--- src/rtl/iso_rx_pkg.sv ---
package iso_rx_pkg;
  localparam logic [3:0] CODE_DONE     = 4'b0001;
  localparam logic [3:0] CODE_DATA_ERR = 4'b1101;

  typedef enum logic [1:0] {
    ST_IDLE = 2'd0,
    ST_RECV = 2'd1,
    ST_SKIP = 2'd2
  } rx_state_e;

  typedef struct packed {
    logic        sy;
    logic [31:0] data;
  } rx_word_t;
endpackage

--- src/rtl/iso_rx_pkt_ctl.sv ---
module iso_rx_pkt_ctl #(
  parameter int LEN_W = 16
) (
  input  logic                   clk,
  input  logic                   rst_n,
  input  logic                   hdr_valid,
  input  logic [1:0]             hdr_tag,
  input  logic [1:0]             hdr_spd,
  input  logic                   hdr_sy,
  input  logic [LEN_W-1:0]       hdr_len,
  input  logic                   data_valid,
  input  logic [31:0]            data_word,
  input  logic                   pkt_end,
  input  logic                   pkt_crc_ok,
  input  logic [1:0]             tag_sel,
  input  logic                   full,
  output logic                   wr_en,
  output iso_rx_pkg::rx_word_t   wr_word,
  output logic                   commit,
  output logic                   rollback,
  output logic                   overflow,
  output logic                   done,
  output logic [3:0]             done_code,
  output logic [1:0]             done_spd,
  output logic                   done_sy
);
  import iso_rx_pkg::*;

  rx_state_e        st_q, st_n;
  logic [LEN_W-1:0] len_q, len_n, cnt_q, cnt_n;
  logic [1:0]       spd_q, spd_n;
  logic             sy_q, sy_n;

  always_comb begin
    st_n      = st_q;
    len_n     = len_q;
    cnt_n     = cnt_q;
    spd_n     = spd_q;
    sy_n      = sy_q;
    wr_en     = 1'b0;
    commit    = 1'b0;
    rollback  = 1'b0;
    overflow  = 1'b0;
    done      = 1'b0;
    done_code = CODE_DONE;
    unique case (st_q)
      ST_IDLE: if (hdr_valid) begin
        if (hdr_tag == tag_sel) begin
          st_n  = ST_RECV;
          len_n = hdr_len;
          cnt_n = '0;
          spd_n = hdr_spd;
          sy_n  = hdr_sy;
        end else begin
          st_n = ST_SKIP;
        end
      end
      ST_RECV: if (pkt_end) begin
        st_n = ST_IDLE;
        done = 1'b1;
        if ((len_q == '0 && cnt_q == '0) || (pkt_crc_ok && cnt_q == len_q)) begin
          commit = 1'b1;
        end else begin
          rollback  = 1'b1;
          done_code = CODE_DATA_ERR;
        end
      end else if (data_valid) begin
        if (full) begin
          overflow = 1'b1;
          rollback = 1'b1;
          st_n     = ST_SKIP;
        end else begin
          wr_en = 1'b1;
          cnt_n = cnt_q + 1'b1;
        end
      end
      ST_SKIP: if (pkt_end) st_n = ST_IDLE;
      default: st_n = ST_IDLE;
    endcase
  end

  always_ff @(posedge clk or negedge rst_n) begin
    if (!rst_n) begin
      st_q  <= ST_IDLE;
      len_q <= '0;
      cnt_q <= '0;
      spd_q <= '0;
      sy_q  <= 1'b0;
    end else begin
      st_q  <= st_n;
      len_q <= len_n;
      cnt_q <= cnt_n;
      spd_q <= spd_n;
      sy_q  <= sy_n;
    end
  end

  assign wr_word  = '{sy: sy_q, data: data_word};
  assign done_spd = spd_q;
  assign done_sy  = sy_q;
endmodule

--- config.mk ---
export PLATFORM = sky130hd
export DESIGN_NAME = iso_rx_pkt_ctl
export DESIGN_NICKNAME = d
export VERILOG_FILES = /design/src/rtl/iso_rx_pkg.sv /design/src/rtl/iso_rx_pkt_ctl.sv
export SDC_FILE = /design/constraint.sdc
export NUM_CORES = 1
export LEC_CHECK = 0
export BUFFER_PORTS_ARGS = -buffer_cell sky130_fd_sc_hd__buf_2
export CAP_MARGIN = 30
export CORE_ASPECT_RATIO = 2
export CORE_UTILIZATION = 47
export DETAILED_ROUTE_END_ITERATION = 6
export PLACE_DENSITY = 0.8
export SYNTH_ARGS = -nofsm -noshare
export SYNTH_HDL_FRONTEND = slang
export SYNTH_SLANG_ARGS = --single-unit
--- constraint.sdc ---
create_clock -name clk -period 2.55 [get_ports clk]
set_clock_uncertainty 0.15 [all_clocks]
set_input_delay 0.3825 -clock clk [delete_from_list [all_inputs] [get_ports clk]]
set_output_delay 0.3825 -clock clk [all_outputs]
set_load 0.01 [all_outputs]
-- Word level (Yosys, flattened, before mapping)
Index checks and enable logic that the tools add are counted.
Widths: inputs -> output; s select.
- bits in registers: 37
- logic and storage cells: 60
- $add $sub $neg: 1
- equality and inequality tests: 12
- multiplexer cells: 32
- reductions and logical operators: 10
- operator list (operator ; number):
    $mux 16 ; 5
    $logic_not 16->1 ; 2
    $pmux 16 s2 ; 1
    $add 16x1->16 const B ; 1
    $eq 16x16->1 ; 1
    $mux 1 ; 16
    $mux 2 ; 6
    $mux 4 ; 3
    $ne 2x2->1 const B ; 6
    $ne 3x3->1 const B ; 2
    $pmux 2 s3 ; 1
    $reduce_and 6->1 ; 1
    $reduce_and 4->1 ; 1
    $reduce_and 3->1 ; 1
    $eq 2x1->1 const B ; 1
    $eq 2x2->1 ; 1
    $eq 2x2->1 const B ; 1
    $logic_and 1x1->1 ; 2
    $logic_not 2->1 ; 1
    $reduce_bool 2->1 ; 1
    $logic_or 1x1->1 ; 1

-- Logic depth before layout (Yosys ltp)
- depth in word-level cells: 6
- mapped depth: 8
- gate-level depth less buffers: 7

-- Least setup slack after synthesis
Ideal clock, no wire load.
- path kind: reg-to-output
- from: reg cnt_q[6]
- to: out rollback
- data arrival time: 1564 ps
- data required time: 2017 ps
- path slack: 454 ps
- cell stages (with the launch flop): 7
- path through: dfrtp_1 -> clkbuf_1 -> nor4b_1 -> nand4_1 -> o21ai_0 -> a21oi_1 -> or2_2
- word-level cells in the longest chain between the ends: 6
- elaborated cells on any way between the ends: 8
- classes of those cells: eq/ne (1); mux (3); reduce/logical (4)
- ends and longest elaborated chain (what ; RTL line ; source):
    start: declaration ; iso_rx_pkt_ctl.sv:30 ; logic [LEN_W-1:0] len_q, len_n, cnt_q, cnt_n;
    start signal: assignment ; iso_rx_pkt_ctl.sv:92 ; cnt_q <= cnt_n;
    $eq 16x16->1 / $logic_not 16->1 (equally long branches) ; iso_rx_pkt_ctl.sv:61 ; if ((len_q == '0 && cnt_q == '0) || (pkt_crc_ok && cnt_q == len_q)) begin
    $logic_and 1x1->1 ; iso_rx_pkt_ctl.sv:61 ;
    $logic_or 1x1->1 * ; iso_rx_pkt_ctl.sv:61 ;
    $mux 1 * ; iso_rx_pkt_ctl.sv:61 ;
    $mux 1 * ; iso_rx_pkt_ctl.sv:58 ; ST_RECV: if (pkt_end) begin
    $mux 1 * ; iso_rx_pkt_ctl.sv:46 ; unique case (st_q)
    end: declaration ; iso_rx_pkt_ctl.sv:20 ; output logic rollback,
Every way passes the cells marked *; elsewhere a longest branch is shown, timed or not.

-- Final worst setup path
- from: reg cnt_q[1]
- to: out rollback
The elaborated chain is that of the path after synthesis.

==> Implementation_results.wiki <==
{| class="wikitable"
! Metric !! Value
|-
| Net count of the mapped netlist || 331
|-
| Post-Synth Simple-Gate Area || 25.73%
|-
| Share of the synthesized netlist area taken by xor and xnor gates || 8.910%
|-
| Wire length of the first global-routing pass || 7458 µm
|-
| Warnings, synthesis || 0
|-
| Fin crit share || 97.58%
|-
| Antenna violations before repair || 0
|-
| Final Power || 1.835 mW
|-
| DRC Markers || 0
|-
| DRC marker count from the first detailed-route iteration || 42
|-
| Share of flip-flops with an asynchronous set or reset || 100.0%
|-
| TritonCTS clock tree || done
|-
| CORE AREA || 4598 µm²
|-
| Length of the first detailed-routing pass in iterations || 4
|-
| Insertion delay to the later sink of the worst-skew pair || 290 ps
|-
| End-of-flow core utilization || 51.59%
|-
| Vias per inst || 5.517
|-
| Clk sinks || 37
|-
| Synth Flop Type || sky130_fd_sc_hd__dfrtp_1
|-
| Highest clock frequency the design can meet || 401.9 MHz
|-
| Final Hold Violating Endpoints || 0
|-
| Count of flip-flops with a built-in enable after synthesis || 0
|-
| Routed Antenna Nets || 0
|-
| Sequential area share after synthesis || 40.95%
|-
| Rel. slew slack || 44.71%
|-
| Maximum fanout along the worst path || 5
|-
| Req. time, crit path || 2020 ps
|-
| Master cell of the clock root buffer || sky130_fd_sc_hd__clkbuf_8
|-
| Total die area || 5109 µm²
|-
| Synthesized instance count || 267
|-
| Synth Cell Area || 2261 µm²
|-
| Number of nets at the end of the flow || 337
|-
| Synth Area in Compound Gates || 7.471%
|-
| Setup-violating endpoint count in the final report || 0
|-
| # IOs || 107
|-
| Arithmetic-cell share of the synthesized area counting full adders, half adders and majority gates || 1.107%
|-
| H-tree depth || 2
|-
| Via Count || 1815
|-
| Detail-routed net length per standard cell || 14.77 µm
|-
| Clock-pin slew on the worst setup and hold paths || 70 ps
|-
| Peak supply drop || 712.5 µV
|-
| Critical Path End Type || primary output
|-
| Antenna diode count || 0
|-
| Most instantiated cells after synthesis || sky130_fd_sc_hd__nand2_1 (73), sky130_fd_sc_hd__dfrtp_1 (37), sky130_fd_sc_hd__buf_4 (36), sky130_fd_sc_hd__xnor2_1 (14), sky130_fd_sc_hd__o21ai_0 (12)
|-
| Half-perimeter wire length after detailed placement || 3621 µm
|-
| Count of pins over their slew limit || 0
|-
| Number of library cell types mapped by synthesis || 34
|-
| Port Buffer Count || 40
|-
| Cell with the most instances after synthesis || sky130_fd_sc_hd__nand2_1
|-
| Wire length after detailed routing || 4860 µm
|-
| Initial core utilization || 49.17%
|-
| Class of the tightest hold or removal check || input pin to asynchronous set/reset pin
|-
| Pin count of the biggest net entering global routing || 38
|-
| Die Span X || 51.05 µm
|-
| Number of global-route vias before repair || 1677
|-
| Cell type contributing the most total cell area after synthesis || sky130_fd_sc_hd__dfrtp_1
|-
| Fraction of synthesized area in multiplexers || 0.4981%
|-
| Power per unit of standard cell area || 773.7 nW/µm²
|-
| Flip-flop and latch count after synthesis || 37
|-
| Top cells by area, synth || sky130_fd_sc_hd__dfrtp_1 (41%), sky130_fd_sc_hd__nand2_1 (12%), sky130_fd_sc_hd__buf_4 (12%)
|-
| Critical Path Source Type || flop
|-
| Weighted congestion reported at the end of routability-driven placement || 0.9255
|-
| Share of the synthesized area in the top cell type || 40.95%
|-
| Main combinational cell family by area after synthesis || simple AND/OR/NAND/NOR gates
|-
| Hold Buf Count CTS || 0
|-
| Number of rows in the core area || 35
|-
| Post-synthesis area per instance || 8.468 µm²
|-
| Max Buffers Root-to-Sink || 2
|-
| Clock buffers created by TritonCTS || 5
|-
| Max-Cap Viols || 0
|-
| Area overhead of the layout relative to synthesis || 4.926%
|-
| Hold WS || 26.05 ps
|-
| Total routing resource utilization after global routing || 20.02%
|-
| Critical path type || flop to primary output
|-
| Outcome || completed
|-
| Worst EP arrival || 1960 ps
|-
| Slew at the pin with the worst max-slew slack || 829.3 ps
|-
| Final worst path period need || 2488 ps
|-
| Total global routing overflow || 0
|-
| Sum of negative setup slack || 0 ps
|-
| Fraction of layout cells with a size suffix above 1 || 25.18%
|-
| Y dimension of the die || 100.1 µm
|-
| Leak pwr || 1.184 nW
|}
## layout make-up
| type | instances | area (µm²) |
|---|---|---|
| fill | 440 | 2226 |
| multi-input combinational | 179 | 1027 |
| sequential | 37 | 929.6 |
| timing repair buffer | 46 | 245.2 |
| clock buffer | 5 | 68.82 |
| tap | 55 | 68.82 |
| clock inverter | 3 | 17.52 |
| inverter | 4 | 15.01 |
## power breakdown
part / internal [mW] / switching (mW)
Combinational: 0.251 / 0.235
Sequential: 0.746 / 0.206
Clock: 0.188 / 0.209
## per-layer routing
metal	track usage [%]	vias to the layer above	wire length, µm
li1	-	862	-
met1	19.39	868	1673
met2	35.93	59	2735
met3	2.879	26	184
met4	15.81	0	267
met5	0	-	0
## worst paths after layout
kind / startpoint / slack, ps / end / depth (start not counted)
setup / recovery: cnt_q[1]$_DFFE_PN0P_ / 60 / rollback / 8
hold / removal: rst_n / 30 / len_q[6]$_DFFE_PN0P_ / 1
setup reg to reg: st_q[0]$_DFFE_PN0P_ / 370 / cnt_q[11]$_DFFE_PN0P_ / 5
hold reg to reg: done_spd[1]$_DFFE_PN0P_ / 330 / done_spd[1]$_DFFE_PN0P_ / 2
max in group asynchronous: rst_n / 1640 / cnt_q[0]$_DFFE_PN0P_ / 1
min in group clk: hdr_len[15] / 120 / len_q[15]$_DFFE_PN0P_ / 3
## state kept, by name, indices dropped and copies added (netlist names)
| name | cells |
|---|---|
| done_spd | 2 |
| cnt_q | 16 |
| st_q | 2 |
| len_q | 16 |
| done_sy | 1 |
## layout by cell type (no fill, tap or decap), types with 4 or more instances in the layout
| cell | synthesis | layout |
|---|---|---|
| sky130_fd_sc_hd__nand4_1 | 5 | 5 |
| sky130_fd_sc_hd__a21oi_1 | 8 | 7 |
| sky130_fd_sc_hd__dfrtp_1 | 37 | 34 |
| sky130_fd_sc_hd__xnor2_1 | 14 | 14 |
| sky130_fd_sc_hd__and3_1 | 8 | 8 |
| sky130_fd_sc_hd__nor2_1 | 8 | 8 |
| sky130_fd_sc_hd__clkbuf_8 | 0 | 5 |
| sky130_fd_sc_hd__o21ai_0 | 12 | 11 |
| sky130_fd_sc_hd__xor2_1 | 9 | 9 |
| sky130_fd_sc_hd__buf_2 | 4 | 40 |
| sky130_fd_sc_hd__nor4_1 | 7 | 5 |
| sky130_fd_sc_hd__o2111ai_1 | 4 | 4 |
| sky130_fd_sc_hd__buf_4 | 36 | 6 |
| sky130_fd_sc_hd__or3_1 | 4 | 4 |
| sky130_fd_sc_hd__nand2_1 | 73 | 73 |
## worst max-delay path, cell delays in order, from the launching register on
cell and delay [ps]:
sky130_fd_sc_hd__dfrtp_1 440, sky130_fd_sc_hd__inv_1 80, sky130_fd_sc_hd__ha_1 130, sky130_fd_sc_hd__nor4b_2 170
sky130_fd_sc_hd__nand4_1 180, sky130_fd_sc_hd__o21ai_2 180, sky130_fd_sc_hd__a21oi_2 50, sky130_fd_sc_hd__or2_2 300
sky130_fd_sc_hd__buf_2 140
## what timing repair did
action,4_1_cts,5_1_grt
setup buffers,0,4
resized for setup,2,9
pin swaps,0,2
endpoints found under the setup margin,1,1
## stage by stage
stage	instances	area (µm²)	setup slack [ps]
floorplan	267	2261	453.9
global placement	317	2221	321.5
detailed placement	317	2221	272.7
CTS	325	2308	5.533
global route	329	2372	-37.63
finish	329	2372	61.75
## kinds of logic after synthesis
| group | count (synthesis) |
|---|---|
| xor+xnor | 23 |
| buf+inv | 51 |
| compound gates | 28 |
| mux | 1 |
| other cells | 2 |
| flops | 37 |
| simple gates | 123 |
| fa+ha+maj | 2 |
Note: power is estimated with default switching activity, not from simulation.
